### src/rtl/exc_entry_pkg.sv
package exc_entry_pkg;
  localparam int XLEN   = 32;
  localparam int SET_W  = 4;

  localparam int ST_EXL = 1;
  localparam int ST_BEV = 22;
  localparam int ST_CU1 = 29;

  localparam int CA_CODE_LO = 2;
  localparam int CA_CODE_HI = 6;
  localparam int CA_CE_LO   = 28;
  localparam int CA_CE_HI   = 29;
  localparam int CA_BD      = 31;

  typedef enum logic [2:0] {
    SEL_STATUS = 3'd0,
    SEL_CAUSE  = 3'd1,
    SEL_EPC    = 3'd2,
    SEL_BADVA  = 3'd3,
    SEL_SHADOW = 3'd4
  } reg_sel_e;

  typedef enum logic [4:0] {
    EC_INT     = 5'd0,
    EC_TLB_MOD = 5'd1,
    EC_TLB_LD  = 5'd2,
    EC_TLB_ST  = 5'd3,
    EC_ADE_LD  = 5'd4,
    EC_ADE_ST  = 5'd5,
    EC_SYS     = 5'd8,
    EC_BRK     = 5'd9,
    EC_RSVD    = 5'd10,
    EC_CPU     = 5'd11,
    EC_OVF     = 5'd12,
    EC_TRAP    = 5'd13
  } exc_code_e;

  function automatic logic captures_addr(input logic [4:0] code);
    return (code >= EC_TLB_MOD) && (code <= EC_ADE_ST);
  endfunction
endpackage

### src/rtl/exc_epc_unit.sv
module exc_epc_unit #(
  parameter int AW         = 32,
  parameter int INSN_BYTES = 4
) (
  input  logic [AW-1:0] pc_i,
  input  logic [AW-1:0] npc_i,
  output logic [AW-1:0] epc_o,
  output logic          in_slot_o
);
  localparam logic [AW-1:0] STEP = AW'(INSN_BYTES);

  logic [AW-1:0] seq_pc;

  always_comb begin
    seq_pc    = pc_i + STEP;
    in_slot_o = (seq_pc != npc_i);
    epc_o     = in_slot_o ? (pc_i - STEP) : pc_i;
  end
endmodule

### src/rtl/exc_cause_unit.sv
module exc_cause_unit
  import exc_entry_pkg::*;
#(
  parameter int DW = 32
) (
  input  logic [DW-1:0] cause_i,
  input  logic [4:0]    code_i,
  input  logic [1:0]    cop_i,
  input  logic          in_slot_i,
  output logic [DW-1:0] cause_o
);
  always_comb begin
    cause_o = cause_i;
    cause_o[CA_CODE_HI:CA_CODE_LO] = code_i;
    cause_o[CA_CE_HI:CA_CE_LO]     = (code_i == EC_CPU) ? cop_i : 2'b00;
    cause_o[CA_BD]                 = in_slot_i;
  end
endmodule

### src/rtl/exc_shadow_unit.sv
module exc_shadow_unit #(
  parameter int SW = 4,
  parameter int DW = 32
) (
  input  logic          clk_i,
  input  logic          rst_ni,
  input  logic          exc_i,
  input  logic          rotate_ok_i,
  input  logic          wr_i,
  input  logic [DW-1:0] wr_data_i,
  output logic [3*SW-1:0] shadow_o
);
  localparam int WW = 3 * SW;

  logic [SW-1:0] cur_q, prev_q, ess_q;

  always_ff @(posedge clk_i or negedge rst_ni) begin
    if (!rst_ni) begin
      cur_q  <= '0;
      prev_q <= '0;
      ess_q  <= '0;
    end else if (exc_i) begin
      if (rotate_ok_i) begin
        prev_q <= cur_q;
        cur_q  <= ess_q;
      end
    end else if (wr_i) begin
      cur_q  <= wr_data_i[SW-1:0];
      prev_q <= wr_data_i[2*SW-1:SW];
      ess_q  <= wr_data_i[WW-1:2*SW];
    end
  end

  assign shadow_o = {ess_q, prev_q, cur_q};

  a_r7_rotate: assert property (@(posedge clk_i) disable iff (!rst_ni)
    exc_i && rotate_ok_i |=> (shadow_o[2*SW-1:SW] == $past(shadow_o[SW-1:0]))
                           && (shadow_o[SW-1:0] == $past(shadow_o[WW-1:2*SW])));
  a_r7_hold: assert property (@(posedge clk_i) disable iff (!rst_ni)
    exc_i && !rotate_ok_i |=> $stable(shadow_o));
endmodule

### src/rtl/exc_entry_state.sv
module exc_entry_state
  import exc_entry_pkg::*;
#(
  parameter int AW         = 32,
  parameter int SW         = 4,
  parameter int INSN_BYTES = 4
) (
  input  logic              clk_i,
  input  logic              rst_ni,
  input  logic              exc_valid_i,
  input  logic [4:0]        exc_code_i,
  input  logic [AW-1:0]     exc_pc_i,
  input  logic [AW-1:0]     exc_npc_i,
  input  logic [1:0]        exc_cop_i,
  input  logic [AW-1:0]     exc_badva_i,
  input  logic              wr_en_i,
  input  logic [2:0]        wr_sel_i,
  input  logic [AW-1:0]     wr_data_i,
  output logic [AW-1:0]     status_o,
  output logic [AW-1:0]     cause_o,
  output logic [AW-1:0]     epc_o,
  output logic [AW-1:0]     badvaddr_o,
  output logic [3*SW-1:0]   shadow_o
);
  localparam logic [AW-1:0] STATUS_RST = AW'(1) << ST_CU1;
  localparam logic [AW-1:0] EXL_MASK   = AW'(1) << ST_EXL;

  logic [AW-1:0] status_q, cause_q, epc_q, bva_q;
  logic [AW-1:0] epc_next, cause_next;
  logic          in_slot;
  logic          sw_wr;
  logic          rotate_ok;

  // Software writes are dropped outright when an exception commits.
  assign sw_wr     = wr_en_i && !exc_valid_i;
  assign rotate_ok = !status_q[ST_EXL] && !status_q[ST_BEV];

  exc_epc_unit #(.AW(AW), .INSN_BYTES(INSN_BYTES)) epc_u (
    .pc_i      (exc_pc_i),
    .npc_i     (exc_npc_i),
    .epc_o     (epc_next),
    .in_slot_o (in_slot)
  );

  exc_cause_unit #(.DW(AW)) cause_u (
    .cause_i   (cause_q),
    .code_i    (exc_code_i),
    .cop_i     (exc_cop_i),
    .in_slot_i (in_slot),
    .cause_o   (cause_next)
  );

  exc_shadow_unit #(.SW(SW), .DW(AW)) shadow_u (
    .clk_i       (clk_i),
    .rst_ni      (rst_ni),
    .exc_i       (exc_valid_i),
    .rotate_ok_i (rotate_ok),
    .wr_i        (sw_wr && (wr_sel_i == SEL_SHADOW)),
    .wr_data_i   (wr_data_i),
    .shadow_o    (shadow_o)
  );

  always_ff @(posedge clk_i or negedge rst_ni) begin
    if (!rst_ni) begin
      status_q <= STATUS_RST;
      cause_q  <= '0;
      epc_q    <= '0;
      bva_q    <= '0;
    end else if (exc_valid_i) begin
      status_q <= status_q | EXL_MASK;
      cause_q  <= cause_next;
      epc_q    <= epc_next;
      if (captures_addr(exc_code_i)) bva_q <= exc_badva_i;
    end else if (sw_wr) begin
      case (wr_sel_i)
        SEL_STATUS: status_q <= wr_data_i;
        SEL_CAUSE:  cause_q  <= wr_data_i;
        SEL_EPC:    epc_q    <= wr_data_i;
        SEL_BADVA:  bva_q    <= wr_data_i;
        default: ;
      endcase
    end
  end

  assign status_o   = status_q;
  assign cause_o    = cause_q;
  assign epc_o      = epc_q;
  assign badvaddr_o = bva_q;

  a_r2_exl_set: assert property (@(posedge clk_i) disable iff (!rst_ni)
    exc_valid_i |=> status_o[ST_EXL]);
  a_r2_status_keep: assert property (@(posedge clk_i) disable iff (!rst_ni)
    exc_valid_i |=> ((status_o | EXL_MASK) == ($past(status_o) | EXL_MASK)));
  a_r3_bd_epc: assert property (@(posedge clk_i) disable iff (!rst_ni)
    exc_valid_i |=> (cause_o[CA_BD] == (epc_o != $past(exc_pc_i))));
  a_r4_code: assert property (@(posedge clk_i) disable iff (!rst_ni)
    exc_valid_i |=> (cause_o[CA_CODE_HI:CA_CODE_LO] == $past(exc_code_i)));
  a_r5_ce_clear: assert property (@(posedge clk_i) disable iff (!rst_ni)
    exc_valid_i && (exc_code_i != EC_CPU) |=> (cause_o[CA_CE_HI:CA_CE_LO] == 2'b00));
  a_r6_bva_keep: assert property (@(posedge clk_i) disable iff (!rst_ni)
    exc_valid_i && !captures_addr(exc_code_i) |=> $stable(badvaddr_o));
endmodule

### config.mk
export PLATFORM = sky130hd
export DESIGN_NAME = exc_entry_state
export DESIGN_NICKNAME = d
export VERILOG_FILES = /design/src/rtl/exc_entry_pkg.sv /design/src/rtl/exc_epc_unit.sv /design/src/rtl/exc_cause_unit.sv /design/src/rtl/exc_shadow_unit.sv /design/src/rtl/exc_entry_state.sv
export SDC_FILE = /design/constraint.sdc
export NUM_CORES = 1
export LEC_CHECK = 0
export BUFFER_PORTS_ARGS = -buffer_cell sky130_fd_sc_hd__buf_4
export CORE_UTILIZATION = 45
export CTS_CLUSTER_DIAMETER = 100
export CTS_CLUSTER_SIZE = 10
export DETAILED_ROUTE_END_ITERATION = 10
export MAX_ROUTING_LAYER = met4
export PLACE_DENSITY = 0.76
export SYNTH_ARGS = -nofsm -noshare
export SYNTH_HDL_FRONTEND = slang
export SYNTH_SLANG_ARGS = --single-unit
### constraint.sdc
create_clock -name clk_i -period 1.1 [get_ports clk_i]
set_input_delay 0.275 -clock clk_i [delete_from_list [all_inputs] [get_ports clk_i]]
set_output_delay 0.275 -clock clk_i [all_outputs]
set_load 0.03 [all_outputs]
# After elaboration in Yosys (flattened, before gate mapping)
# Cells that the tools add are included.
[totals] latch_bits=0 out_inout_bits=140 inputBits=142 n_memories=0 mem_bits_ro=0 regBits=140 ram_bits=0 word_cells=65
[op_classes] reduce_logical=22 bitwise_logic=1 n_eq_ne=8 magnitude_cmp=2 addsub=2 n_mux=21 multipliers=0 n_shift=0 div_mod_pow=0
[ops] operator="$mux 32" n=11
[ops] operator="$add 32x3->32 const B" n=1
[ops] operator="$ne 32x32->1" n=1
[ops] operator="$sub 32x3->32 const B" n=1
[ops] operator="$mux 4" n=6
[ops] operator="$reduce_bool 2->1" n=6
[ops] operator="$reduce_and 2->1" n=5
[ops] operator="$reduce_and 3->1" n=3
[ops] operator="$mux 2" n=4
[ops] operator="$eq 3x2->1 const B" n=2
[ops] operator="$eq 5x4->1 const B" n=1
[ops] operator="$ge 5x1->1 const B" n=1
[ops] operator="$le 5x3->1 const B" n=1
[ops] operator="$logic_and 1x1->1" n=4
[ops] operator="$ne 2x1->1 const B" n=2
[ops] operator="$eq 3x1->1 const B" n=1
[ops] operator="$eq 3x3->1 const B" n=1
[ops] operator="$logic_not 1->1" n=3
[ops] operator="$logic_not 3->1" n=1
[ops] operator="$not 1->1" n=1

# Logic depth before layout (Yosys ltp)
[depth] depth_word=5 depth_mapped=12 mapped_depth_nobuf=10

# Cells and area by module
# Synthesis repeated with hierarchy kept, for this count alone.
[unflattened] hier_cells=869 hier_area_um2=8607.0
[modules_own_cells] module="exc_entry_state" instances=1 cells_per_inst=502 area_each_um2=5794.3 seq_area_each_um2=3204.3
[modules_own_cells] module="exc_epc_unit" instances=1 cells_per_inst=287 area_each_um2=1920.6 seq_area_each_um2=0.0
[modules_own_cells] module="exc_shadow_unit" instances=1 cells_per_inst=44 area_each_um2=629.4 seq_area_each_um2=300.3
[modules_own_cells] module="exc_cause_unit" instances=1 cells_per_inst=36 area_each_um2=262.8 seq_area_each_um2=0.0

# Worst setup path after synthesis
# No wires, ideal clock.
[synth_timing] path_kind="input -> register" startpoint="in exc_pc_i[8]" endpoint="reg epc_q[26] (netlist: epc_o[26])" stages=10 slack_ns=-1.643 arrival_ns=2.662 n_path_buf=2 required_ns=1.018 setup_ns=0.082 path_cell_list="buf_2 or3_4 or3_4 nor3_4 nand2b_2 or3_4 buf_6 or3_1 or3_1 a31oi_1"
[synth_via] elab_chain_len=4 elab_cells_between_ends=5 classes_between="add/sub (2); eq/ne (1); mux (2)"
[synth_rtl] element="from (decl)" line_no="exc_entry_state.sv:12" text="input logic [AW-1:0] exc_pc_i,"
[synth_rtl] element="$add 32x3->32" line_no="exc_epc_unit.sv:15" text="seq_pc = pc_i + STEP;"
[synth_rtl] element="$ne 32x32->1" line_no="exc_epc_unit.sv:16" text="in_slot_o = (seq_pc != npc_i);"
[synth_rtl] element="$mux 32 *" line_no="exc_epc_unit.sv:17" text="epc_o = in_slot_o ? (pc_i - STEP) : pc_i;"
[synth_rtl] element="$mux 32 *" line_no="exc_entry_state.sv:69" text="end else if (exc_valid_i) begin"
[synth_rtl] element="to (signal assigned)" line_no="exc_entry_state.sv:72" text="epc_q <= epc_next;"
[synth_rtl] element="to (signal assigned)" line_no="exc_entry_state.sv:78" text="SEL_EPC: epc_q <= wr_data_i;"
[synth_rtl] element="to (decl)" line_no="exc_entry_state.sv:28" text="logic [AW-1:0] status_q, cause_q, epc_q, bva_q;"
# Every way passes the cells marked *; elsewhere a longest branch is shown, timed or not.
# A chain may end at the register's enable or synchronous reset.

# Worst setup path after layout
[layout_timing] startpoint="in exc_pc_i[9]" endpoint="reg epc_q[20] (netlist: epc_o[20])"
# Same word-level chain as after synthesis.

==> summary.txt <==
STA
  • Hold Vio Cnt, Final: 0
  • RSZ-0062 raised after global routing: yes
  • Max Slew Vio Count: 0
  • Fin crit share: 2.42
  • Slew at the pin closest to its max-slew limit: 0.605 ns
  • Final WS setup: -1.57 ns
  • Rel. slew slack: 0.593
  • Min cycle time layout: 2.67 ns
  • Setup TNS: -72.92 ns
  • Max frequency: 375 MHz
  • Final setup skew: 0.00510 ns
  • Final setup fails: 263

Die
  • Initial Util: 0.458
  • Die height: 135 um
  • Die ar.: 18100 sq um
  • Core ar.: 17200 sq um
  • IO Count: 282
  • Num rows: 48
  • Die width: 135 um

Route
  • DRC violations left: 0
  • Vias/cell: 6.20
  • WL/cell: 25.5 um
  • Routed wire length: 40000 um
  • First drt pass iteration count: 5
  • Vias: 9739
  • Post-DRT Antenna Nets: 0
  • DRT iter0 DRCs: 1128

Global routing
  • Largest net degree at the start of global routing: 31
  • Total grt overflow: 0
  • Vias in the first global route: 9207
  • First-pass GRT wire length: 50700 um
  • Total GRT Usage: 0.378
  • Initial antenna violation count: 0

Logic synthesis
  • Async S/R FF share, synth: 1.00
  • Mapped Cells: 795
  • Synthesized cell area: 7900 sq um
  • Total nets after synthesis: 939
  • Ys flop type: dfrtp_1
  • Synthesis warning total: 0
  • Post-synthesis sequential area ratio: 0.444
  • Yosys reg bits: 140
  • Post-synth EDFFs: 0
  • Count of different cell masters after synthesis: 63
  • Avg Inst Size Synth: 9.94 sq um

Setup path
  • Critical Path Fanout Max: 7
  • Critical Path RT: 1.42 ns
  • Arr. time, crit path: 2.98 ns
  • Startpoint types: primary input
  • Critical R2R Launch: epc_o[27]$_DFFE_PN0P_
  • Crit path kind: primary input to flop
  • R2r worst-path depth: 5
  • RR Endpoint: epc_o[27]$_DFFE_PN0P_
  • Reg2reg setup slack: -0.17 ns
  • Crit. End Element: flop

Pwr
  • VDD IR max: 1150 uV
  • Tot Pwr: 23200 uW
  • Leakage Power: 0.00678 uW
  • PwrDens: 1540 nW/um^2

Clocking
  • CTS Sinks: 140
  • Root Buffer: clkbuf_16
  • CTS buffer count: 17
  • Clock Latency Late Sink: 0.43 ns
  • Clk buf depth: 2
  • CTS tree: done
  • H-tree Lvls: 4
  • Reg clk slew, reported paths: 0.07 ns

Place
  • Placer Congestion: 0.986
  • Post-DP HPWL: 21800 um
  • Port-buffer cells: 281

Worst hold path
  • Hold Path Class: primary input to flop
  • Hold Crit Start: wr_data_i[26]
  • Hold endpoint: cause_o[26]$_DFFE_PN0P_
  • WHS Path Cells: 2

Cells and area
  • Area grow syn2layout: 90.7%
  • Diode count: 0
  • Fill count: 733
  • Layout cells sized above 1: 0.625
  • Final #Nets: 1477
  • Final core utilization: 0.874
  • Multi-input logic area: 5200 sq um
  • Most frequent cells in the layout: buf_4, buf_6, dfrtp_1
  • Commonest non-fill, non-tap cell in the layout: buf_4
  • Reg area: 3510 sq um

Run
  • Max-cap violations: 0

Run status
  • Failing checks: negative setup slack
  • Status: complete, but fails checks
==> sequential cells by signal, summed over array words and instances (netlist names) <==
register and flops:
badvaddr_o 32, shadow_u.ess_q 4, cause_o 32, shadow_u.prev_q 4, status_o 32, shadow_u.cur_q 4, epc_o 32
==> logic make-up (layout without fill, tap and decap cells) <==
group	Yosys count	count (layout)	synth area share
AND/OR/NAND/NOR	252	255	0.178
AO/OA/AOI/OAI	170	170	0.134
flip-flops	140	140	0.444
multiplexers	110	110	0.149
buffers and inverters	76	624	0.0418
XOR/XNOR	45	45	0.0499
adder cells (fa/ha/maj)	2	2	0.00317
==> critical path, stage by stage <==
cell	delay (ns)
buf_6	0.09
buf_4	0.13
nand4_4	0.12
buf_4	0.13
nor2_2	0.04
buf_4	0.13
a311o_1	0.33
a41oi_1	0.25
nand4_1	0.21
nor4_4	0.33
buf_4	0.18
buf_6	0.11
and2_4	0.22
o21ai_0	0.17
a31oi_1	0.26
==> worst max-delay path by stage <==
stage | slack [ns] | endpoint | start
6_report | -1.57 | epc_o[20]$_DFFE_PN0P_ | exc_pc_i[9]
3_3_place_gp | -1.81 | epc_o[16]$_DFFE_PN0P_ | exc_pc_i[8]
5_1_grt | -1.61 | epc_o[20]$_DFFE_PN0P_ | exc_pc_i[9]
3_5_place_dp | -1.89 | epc_o[10]$_DFFE_PN0P_ | exc_pc_i[8]
4_1_cts | -1.26 | epc_o[22]$_DFFE_PN0P_ | exc_pc_i[7]
2_1_floorplan | -1.63 | epc_o[26]$_DFFE_PN0P_ | exc_pc_i[7]
==> power breakdown <==
part           switching [uW]  leakage (uW)  internal, uW  total [uW]
Sequential                926       0.00164          6170        7100
Clock                    2540      0.000290          3820        6360
Combinational            4980       0.00485          4750        9730
==> routing by layer <==
metal | GRT usage | wire length (um)
met5 | - | 0
met4 | 0.163 | 2670
met3 | 0.0480 | 3600
met2 | 0.640 | 19700
met1 | 0.455 | 14100
==> layout make-up <==
type	count	share of cell area
timing repair buffer	577	0.358
multi-input combinational	582	0.345
sequential	140	0.233
clock buffer	19	0.0287
tap	225	0.0187
clock inverter	13	0.0126
inverter	15	0.00399
==> cells in the mapped netlist (13+ instances only) <==
cell type | count | area share
nor2_1 | 57 | 0.027
a21oi_1 | 63 | 0.040
a31oi_1 | 14 | 0.011
nor4_1 | 13 | 0.010
xnor2_1 | 31 | 0.034
nor3_1 | 23 | 0.015
buf_2 | 13 | 0.0082
nor2b_1 | 21 | 0.017
nand2_1 | 45 | 0.021
a211oi_1 | 34 | 0.032
inv_1 | 15 | 0.0071
mux2i_1 | 47 | 0.060
clkbuf_1 | 34 | 0.016
xor2_1 | 14 | 0.016
nand4_1 | 14 | 0.011
or3_1 | 14 | 0.011
nand3_1 | 14 | 0.0089
o21ai_0 | 27 | 0.017
mux2_2 | 63 | 0.090
dfrtp_1 | 139 | 0.44
==> repair_timing <==
| item | in CTS | in global routing |
|---|---|---|
| endpoints found under the hold margin | 19 | 0 |
| gates resized for setup | 263 | 98 |
| pin swaps | 49 | 39 |
| hold buffers | 1 | 0 |
| cloned | 9 | 7 |
| buffers inserted | 72 | 50 |
| endpoints found under the setup margin | 200 | 241 |
==> through the flow <==
stage,cells,instance area (sq um),hold WS (ns),setup slack (ns)
final,1571,15100,0.109,-1.57
after global routing,1571,15100,0.112,-1.61
after CTS,1520,14200,0.0812,-1.26
after detailed placement,1406,11800,0.184,-1.89
after global placement,1406,11800,0.180,-1.81
after floorplan,795,8510,-0.0206,-1.63
Note: power is estimated with default switching activity, not from simulation.
